$ cat config.mk
export PLATFORM = sky130hd
export DESIGN_NAME = fdb_fir
export DESIGN_NICKNAME = d
export VERILOG_FILES = /design/src/rtl/fdb_pkg.sv /design/src/rtl/fdb_ctrl.sv /design/src/rtl/fdb_tap.sv /design/src/rtl/fdb_fir.sv
export SDC_FILE = /design/constraint.sdc
export NUM_CORES = 1
export LEC_CHECK = 0
export BUFFER_PORTS_ARGS = -buffer_cell sky130_fd_sc_hd__buf_2
export CAP_MARGIN = 0
export CORE_UTILIZATION = 35
export CTS_BUF_LIST = sky130_fd_sc_hd__clkbuf_16
export DETAILED_ROUTE_END_ITERATION = 12
export PLACE_DENSITY_LB_ADDON = 0.2
export SYNTH_ARGS = -nofsm -noshare
export SYNTH_HDL_FRONTEND = slang
export SYNTH_SLANG_ARGS = --single-unit
$ cat constraint.sdc
create_clock -name clk -period 8.95 [get_ports clk]
set_input_delay 0.895 -clock clk [delete_from_list [all_inputs] [get_ports clk]]
set_output_delay 0.895 -clock clk [all_outputs]
set_load 0.1 [all_outputs]
$ cat src/rtl/fdb_pkg.sv
package fdb_pkg;
  typedef enum logic [1:0] {
    ST_IDLE = 2'd0,
    ST_RUN  = 2'd1,
    ST_DONE = 2'd2
  } fdb_state_e;
endpackage

$ cat src/rtl/fdb_ctrl.sv
module fdb_ctrl #(
  parameter int STEPS = 7,
  parameter int CNTW  = 3
) (
  input  logic            clk,
  input  logic            rst_n,
  input  logic            in_valid,
  output logic            start,
  output logic            step_en,
  output logic [CNTW-1:0] cnt,
  output logic            out_en
);
  import fdb_pkg::*;

  localparam logic [CNTW-1:0] LAST = CNTW'(STEPS - 1);

  fdb_state_e      state_q, state_d;
  logic [CNTW-1:0] cnt_q, cnt_d;

  always_comb begin
    state_d = state_q;
    cnt_d   = cnt_q;
    start   = 1'b0;
    step_en = 1'b0;
    out_en  = 1'b0;
    case (state_q)
      ST_IDLE: begin
        if (in_valid) begin
          start   = 1'b1;
          cnt_d   = '0;
          state_d = ST_RUN;
        end
      end
      ST_RUN: begin
        step_en = 1'b1;
        if (cnt_q == LAST) state_d = ST_DONE;
        else               cnt_d   = cnt_q + 1'b1;
      end
      ST_DONE: begin
        out_en  = 1'b1;
        state_d = ST_IDLE;
      end
      default: state_d = ST_IDLE;
    endcase
  end

  always_ff @(posedge clk or negedge rst_n) begin
    if (!rst_n) begin
      state_q <= ST_IDLE;
      cnt_q   <= '0;
    end else begin
      state_q <= state_d;
      cnt_q   <= cnt_d;
    end
  end

  assign cnt = cnt_q;

  // the result phase comes only right after the final step
  a_r6_done_after_last_step: assert property (@(posedge clk) disable iff (!rst_n)
    (state_q == ST_DONE) |-> ($past(cnt_q) == LAST));
endmodule

$ cat src/rtl/fdb_tap.sv
module fdb_tap #(
  parameter int DW = 8,
  parameter int AW = 18,
  parameter int IW = 2
) (
  input  logic          clk,
  input  logic          rst_n,
  input  logic          start,
  input  logic          active,
  input  logic [1:0]    pair,
  input  logic [IW-1:0] idx,
  input  logic [DW-1:0] x,
  input  logic [AW-1:0] s_in,
  input  logic [AW-1:0] c_in,
  output logic [AW-1:0] s_out,
  output logic [AW-1:0] c_out
);
  logic          prev_q, prev_d;
  logic          pos1, pos2, neg1, neg2;
  logic [AW-1:0] mag, mag_sh, pp;
  logic          neg;

  always_comb begin
    pos1 = 1'b0; pos2 = 1'b0; neg1 = 1'b0; neg2 = 1'b0;
    case ({pair, prev_q})
      3'b001, 3'b010: pos1 = 1'b1;
      3'b011:         pos2 = 1'b1;
      3'b100:         neg2 = 1'b1;
      3'b101, 3'b110: neg1 = 1'b1;
      default: ;
    endcase
  end

  always_comb begin
    mag = {{(AW-DW){x[DW-1]}}, x};
    if (pos2 || neg2) mag = mag << 1;
    if (!(pos1 || pos2 || neg1 || neg2)) mag = '0;
    mag_sh = mag << {idx, 1'b0};
    neg    = active && (neg1 || neg2);
    if (!active)  pp = '0;
    else if (neg) pp = ~mag_sh;
    else          pp = mag_sh;
    s_out = s_in ^ c_in ^ pp;
    c_out = {((s_in & c_in) | (s_in & pp) | (c_in & pp)), 1'b0} [AW-1:0] | {{(AW-1){1'b0}}, neg};
  end

  always_comb begin
    prev_d = prev_q;
    if (start)       prev_d = 1'b0;
    else if (active) prev_d = pair[1];
  end

  always_ff @(posedge clk or negedge rst_n) begin
    if (!rst_n) prev_q <= 1'b0;
    else        prev_q <= prev_d;
  end

  // a recoded digit never selects two partial products at once
  a_r4_one_booth_select: assert property (@(posedge clk) disable iff (!rst_n)
    $onehot0({pos1, pos2, neg1, neg2}));
endmodule

$ cat src/rtl/fdb_fir.sv
module fdb_fir #(
  parameter int DW   = 8,
  parameter int CW   = 8,
  parameter int TAPS = 4
) (
  input  logic                                  clk,
  input  logic                                  rst_n,
  input  logic                                  in_valid,
  input  logic [DW-1:0]                         in_data,
  input  logic [2*TAPS-1:0]                     coef_pairs,
  output logic                                  out_valid,
  output logic [DW+CW+$clog2(TAPS)-1:0]         out_data
);
  localparam int NDIG  = CW / 2;
  localparam int STEPS = NDIG + TAPS - 1;
  localparam int AW    = DW + CW + $clog2(TAPS);
  localparam int CNTW  = $clog2(STEPS + 1);
  localparam int IW    = (NDIG > 1) ? $clog2(NDIG) : 1;

  logic                       rst_meta, rst_sync;
  logic                       start, step_en, out_en;
  logic [CNTW-1:0]            cnt;
  logic [TAPS-1:0][DW-1:0]    x_q, x_d;
  logic [AW-1:0]              acc_s_q, acc_c_q, acc_s_d, acc_c_d;
  logic [AW-1:0]              s_ch [TAPS+1];
  logic [AW-1:0]              c_ch [TAPS+1];
  logic [AW-1:0]              res_d;
  logic                       ov_d;

  always_ff @(posedge clk or negedge rst_n) begin
    if (!rst_n) begin
      rst_meta <= 1'b0;
      rst_sync <= 1'b0;
    end else begin
      rst_meta <= 1'b1;
      rst_sync <= rst_meta;
    end
  end

  fdb_ctrl #(.STEPS(STEPS), .CNTW(CNTW)) u_ctrl (
    .clk(clk), .rst_n(rst_sync), .in_valid(in_valid),
    .start(start), .step_en(step_en), .cnt(cnt), .out_en(out_en)
  );

  assign s_ch[0] = acc_s_q;
  assign c_ch[0] = acc_c_q;

  for (genvar k = 0; k < TAPS; k++) begin : g_tap
    localparam logic [CNTW:0] LO = (CNTW+1)'(k);
    localparam logic [CNTW:0] HI = (CNTW+1)'(k + NDIG);
    logic [CNTW:0] rel;
    logic          act;
    assign rel = {1'b0, cnt} - LO;
    assign act = step_en && ({1'b0, cnt} >= LO) && ({1'b0, cnt} < HI);
    fdb_tap #(.DW(DW), .AW(AW), .IW(IW)) u_tap (
      .clk(clk), .rst_n(rst_sync), .start(start), .active(act),
      .pair(coef_pairs[2*k +: 2]), .idx(rel[IW-1:0]), .x(x_q[k]),
      .s_in(s_ch[k]), .c_in(c_ch[k]), .s_out(s_ch[k+1]), .c_out(c_ch[k+1])
    );
  end

  always_comb begin
    x_d     = x_q;
    acc_s_d = acc_s_q;
    acc_c_d = acc_c_q;
    if (start) begin
      for (int k = TAPS - 1; k > 0; k--) x_d[k] = x_q[k-1];
      x_d[0]  = in_data;
      acc_s_d = '0;
      acc_c_d = '0;
    end else if (step_en) begin
      acc_s_d = s_ch[TAPS];
      acc_c_d = c_ch[TAPS];
    end
    res_d = out_en ? (acc_s_q + acc_c_q) : out_data;
    ov_d  = out_en;
  end

  always_ff @(posedge clk or negedge rst_sync) begin
    if (!rst_sync) begin
      x_q       <= '0;
      acc_s_q   <= '0;
      acc_c_q   <= '0;
      out_data  <= '0;
      out_valid <= 1'b0;
    end else begin
      x_q       <= x_d;
      acc_s_q   <= acc_s_d;
      acc_c_q   <= acc_c_d;
      out_data  <= res_d;
      out_valid <= ov_d;
    end
  end

  // the result strobe lasts one cycle
  a_r6_single_pulse: assert property (@(posedge clk) disable iff (!rst_sync)
    out_valid |=> !out_valid);
  // held samples stay put while digits are being accumulated
  a_r2_hold_samples: assert property (@(posedge clk) disable iff (!rst_sync)
    step_en |=> $stable(x_q));
  // the output word changes only together with a strobe
  a_r7_output_held: assert property (@(posedge clk) disable iff (!rst_sync)
    !out_valid |-> $stable(out_data));
endmodule

==> results of run 1 <==
[placed cells by master (no fill, tap or decap), drive strengths merged, types with 3 or more instances in the layout]
master | netlist | layout
nand2 | 135 | 135
dfrtp | 98 | 98
fa | 69 | 69
inv | 63 | 66
o21ai | 56 | 56
nor2 | 53 | 53
mux2i | 52 | 52
buf | 16 | 45
mux2 | 37 | 37
a21oi | 37 | 37
xnor2 | 30 | 30
o22ai | 30 | 30
nand3 | 24 | 24
xor2 | 21 | 21
ha | 20 | 20
a21o | 10 | 10
o31ai | 9 | 9
clkbuf | 37 | 9
a31oi | 7 | 7
and3 | 7 | 7
a22o | 7 | 7
a21boi | 7 | 7
nor3b | 6 | 6
and2 | 5 | 5
a211oi | 5 | 5
nand2b | 5 | 5
or3b | 4 | 4
nand3b | 4 | 4
nor2b | 4 | 4
o21bai | 4 | 4
or3 | 4 | 4
or2 | 4 | 4
o211ai | 3 | 3
a22oi | 3 | 3
o21a | 3 | 3
a311oi | 3 | 3
clkinv | 0 | 3
[registers in the layout, summed over array words and instances, names as in the netlist]
signal,count
rst_sync,1
u_ctrl.state_q,2
acc_s_q,18
rst_meta,1
g_tap.u_tap.prev_q,4
out_data,18
x_q,32
out_valid,1
u_ctrl.cnt,3
acc_c_q,18
[metrics by stage]
step	hold WS, ns	utilization [%]	std cells	area [um^2]	setup WS (ns)
global placement	0.340	37.7	1219	8900	3.46
finish	0.292	38.9	1235	9190	3.74
detailed placement	0.339	37.7	1219	8900	3.38
CTS	0.284	38.9	1235	9190	3.77
floorplan	0.331	-	908	8460	4.17
global route	0.284	38.9	1235	9190	3.47
[final cells by class]
class,instances,area (um^2)
Fill cell,2416,14400
Multi-Input combinational cell,694,5560
Sequential cell,98,2460
Tap cell,319,399
Timing Repair Buffer,45,245
Inverter,63,236
Clock buffer,9,225
Clock inverter,7,62.6
[layer usage]
metal | up-vias | share of wire, % | track usage [%]
met2 | 109 | 47 | 31.1
li1 | 3115 | - | -
met3 | 17 | 3.6 | 3.03
met4 | 0 | 1.5 | 5.04
met1 | 3250 | 48 | 27.3
met5 | - | 0 | 0
[cells by family after synthesis]
logic type	share of synthesized area, %
AOI/OAI and AO/OA	15.5
DFF	29.0
xor gates and xnor gates	5.54
adders and majority gates	19.3
buffers and inverters	5.35
muxes	11.6
and+or+nand+nor	13.7
other	0.0443
[critical path: cells and delay by family]
family          cells  cell delay, ns
mux                 2            0.52
fa+ha+maj           4            2.06
compound gates      5            1.56
simple gates        1            0.18
buf+inv             2            0.19
[path summary, 6_finish.rpt]
kind / startpoint / endpoint / slack (ns) / depth (start not counted)
max reg2reg: u_ctrl.cnt[1] / acc_s_q[4] / 3.92 / 12
min reg2reg: rst_sync / acc_c_q[17] / 0.33 / 0
max: coef_pairs[0] / acc_s_q[7] / 3.74 / 14
max in group asynchronous: rst_sync / g_tap[3].u_tap.prev_q / 7.49 / 1
min in group clk: rst_meta / rst_sync / 0.36 / 0
min: rst_n / rst_sync / 0.29 / 1
==> results.cfg, run 1 <==
[timing]
period_minus_slack_ns = 5.21
finalSetupTns_ns = 0
drv_slew = 0
final-setup-viol-count = 0
slew-limit-headroom_pct = 26.3
fin_worst_skew_ns = 0.00851
max_clock_freq_ghz = 0.192
fin_crit_sh_pct = 58.2
hold_viol_final = 0
worst_slew_pin_slew_ns = 1.10
grt_setup_unrepaired = no

[drt]
drtAntennaViolNets = 0
drcViolationCount = 0
drt-initial-drc-count = 475
wl_per_cell_um = 17.8
routed_wl_mm = 22.0
first_pass_iters = 5
routed_via_density = 5.26
vias = 6491

[synthesis]
async_flop_share_pct = 100
avgSynthCellArea_um2 = 9.32
synthTopCellsByCount = nand2_1, dfrtp_1, fa_1
synth_nets = 1016
syn_area_mm2 = 0.00846
yosys_warnings = 0
synthDistinctLibCells = 69
synth-seq-cells = 98
yosysMostFrequentCell = nand2_1
yosysTopAreaCellShare_pct = 29.0
synth_top_cells_by_area = dfrtp_1, fa_1, mux2i_1, nand2_1, mux2_2
synth_edf_count = 0
seq_area_frac_synth_pct = 29.0
yosysTopAreaCell = dfrtp_1
ys.flop_type = dfrtp_1
netlist_instances = 908

[place]
io_buffer_count = 37
gp_congestion = 0.881
hpwl_mm = 16.9

[layout]
final_layout_size_suffix_gt1_share_pct = 13.3
finalNetCount = 1019
diodes = 0
syn_to_final_growth_pct = 8.59

[global_route]
antenna_found_initial = 0
grt.overflow.total = 0
grt_max_degree = 76
grt_usage_pct = 19.5
grt_pass1_wl_mm = 36.1
first_global_vias = 6311

[critical_path]
path_class = in -> reg
arrival_ns = 5.42
crit_path_end_kind = flop
cpPeakStageDelay_ns = 0.80
crit_required_ns = 9.16
critPathLaunchType = input port
worstPathCellList = buf_2 > a21boi_2 > o21ai_0 > nor2_1 > a211oi_1 > a21o_1 > mux2i_1 > mux2_2 > fa_1 > inv_1 > fa_1 > fa_1 > fa_1 > o22ai_1
critPathMaxFanout = 18
slowest_stage = a21boi_2
cpMostUsedCell = fa_1

[floorplan]
dieWidth_um = 157
ios = 38
dieArea_mm2 = 0.0248
core-area_mm2 = 0.0236
die_h_um = 157
rows = 56
start_util_pct = 35.8

[clock_tree]
htree_num_levels = 3
insertion_delay_ns = 0.37
cts_tree = yes
cts_hold_buf = 0
clkSlewWorstSetupHoldPaths_ns = 0.08
cts_buffer_depth = 2
post_cts_buffers = 0
cts-buffers-inserted = 9
cts_sinks = 98
cts-root-buf = clkbuf_16
cts_resized = 0

[hold_path]
min_path_type = in -> async

[outcome]
outcome = complete, no violations

[flow_run]
cap_violations = 0
Power of run 1 is not shown: default switching activity piles up to over one toggle a cycle in this logic, so the estimate is an artifact.
==> run 2: changes to the inputs <==
==> constraint.sdc (replaced) <==
create_clock -name clk -period 5.4 [get_ports clk]
set_input_delay 0.54 -clock clk [delete_from_list [all_inputs] [get_ports clk]]
set_output_delay 0.54 -clock clk [all_outputs]
set_load 0.1 [all_outputs]
==> results.cfg, run 2 (synthesis gave the netlist of run 1 again) <==
[critical_path]
critPathCapture = acc_s_q[7]
crit_start = g_tap[0].u_tap.prev_q
rrSetupSlack_ns = 0.94
ff2ff_path_depth = 13
crit_required_ns = 5.62
arrival_ns = 4.69
r2r-end = acc_s_q[7]
crit_path_end_kind = flop
rr_startpoint = g_tap[0].u_tap.prev_q
critPathLaunchType = flop
path_class = reg -> reg
critPathMaxFanout = 10

[drt]
first_pass_iters = 5
routed_wl_mm = 21.8
vias = 6491
top_layer = met4
wl_met3_um = 733
wl_per_cell_um = 17.6
wl_met1_mm = 10.5
wl_met2_mm = 10.2
drtAntennaViolNets = 0
drt-initial-drc-count = 526
drcViolationCount = 0
routed_via_density = 5.22

[floorplan]
die_h_um = 157
core-area_mm2 = 0.0236
start_util_pct = 35.8
dieArea_mm2 = 0.0248
rows = 56
ios = 38
dieWidth_um = 157

[clock_tree]
htree_num_levels = 3
cts_sinks = 98
post_cts_buffers = 0
cts-root-buf = clkbuf_16
clkSlewWorstSetupHoldPaths_ns = 0.08
insertion_delay_ns = 0.37
cts_buffer_depth = 2
cts_tree = yes
cts-buffers-inserted = 9

[timing]
final-setup-viol-count = 0
max_clock_freq_ghz = 0.224
slew-limit-headroom_pct = 53.5
worst_slew_pin_slew_ns = 0.698
period_minus_slack_ns = 4.46
hold_viol_final = 0
drv_slew = 0
grt_setup_unrepaired = no
fin_crit_sh_pct = 82.6
fin_worst_skew_ns = 0.0126
finalSetupTns_ns = 0
setup_ws_ns = 0.938

[global_route]
grt.overflow.total = 0
antenna_found_initial = 0
grt_max_degree = 64
grt_pass1_wl_mm = 35.8
first_global_vias = 6420
grt_usage_pct = 19.2

[layout]
final_layout_size_suffix_gt1_share_pct = 14.0
diodes = 0
mostFrequentLayoutCell = nand2_1
final_cell_count_no_fill = 1243
finalNetCount = 1027
nFillCells = 2432
largest_register = x_q
syn_to_final_growth_pct = 9.54
largest_reg_flops = 32
final_cell_mix = nand2_1, dfrtp_1, fa_1

[outcome]
outcome = complete, no violations

[place]
io_buffer_count = 37
dpl_worst_slack_ns = 0.749
gp_congestion = 0.883
dp_cells = 1226
hpwl_mm = 17.1

[flow_run]
cap_violations = 0

[hold_path]
min_path_type = reg -> async
==> run 2: cell count changes in the layout (fill, tap and decap cells not counted), sizes merged <==
cell,change
buf,+7
dlygate4sd3,+1
==> run 2: cell type report <==
type / count / area (um^2) / share of cell area (%)
clock buffer: 9 / 225 / 2.43
multi-input combinational: 694 / 5560 / 60.0
tap: 319 / 399 / 4.31
sequential: 98 / 2460 / 26.5
inverter: 63 / 236 / 2.55
timing repair buffer: 53 / 308 / 3.32
clock inverter: 7 / 80.1 / 0.864
==> run 2: worst min-delay path by stage <==
stage | end | slack (ns) | from
after floorplan | rst_meta | 0.24 | rst_n
after global placement | rst_meta | 0.33 | rst_n
after detailed placement | rst_meta | 0.33 | rst_n
after CTS | rst_sync | 0.36 | rst_meta
after global routing | rst_sync | 0.37 | rst_meta
final | acc_c_q[17] | 0.34 | rst_sync
==> run 2: worst max-delay path: stages, from the launching register on <==
cell	delay, ns
dfrtp_1	0.48
or3b_2	0.49
o21ai_2	0.19
a22oi_1	0.19
nand2_1	0.12
o21ai_0	0.13
mux2i_1	0.20
mux2_2	0.37
fa_1	0.48
inv_1	0.05
fa_1	0.50
fa_1	0.51
fa_1	0.54
o22ai_1	0.08
==> run 2: timing repair <==
| action | CTS | global route |
|---|---|---|
| gates resized for setup | 0 | 0 |
| endpoints found under the hold margin | 2 | 0 |
| hold buffers | 1 | 0 |
==> run 2: metal layers <==
| metal | track usage [%] | vias up |
|---|---|---|
| li1 | - | 3141 |
| met1 | 27.1 | 3208 |
| met2 | 31.0 | 125 |
| met3 | 2.81 | 17 |
| met4 | 4.35 | 0 |
| met5 | 0 | - |
==> run 2: metrics by stage <==
stage                     hold slack [ns]  instance area [um^2]  utilization (%)
after floorplan                     0.244                  8460                -
after global placement              0.326                  8950             37.9
after detailed placement            0.326                  8950             37.9
after CTS                           0.365                  9270             39.3
after global routing                0.367                  9270             39.3
final                               0.344                  9270             39.3
Power of run 2 is left out for the same reason.
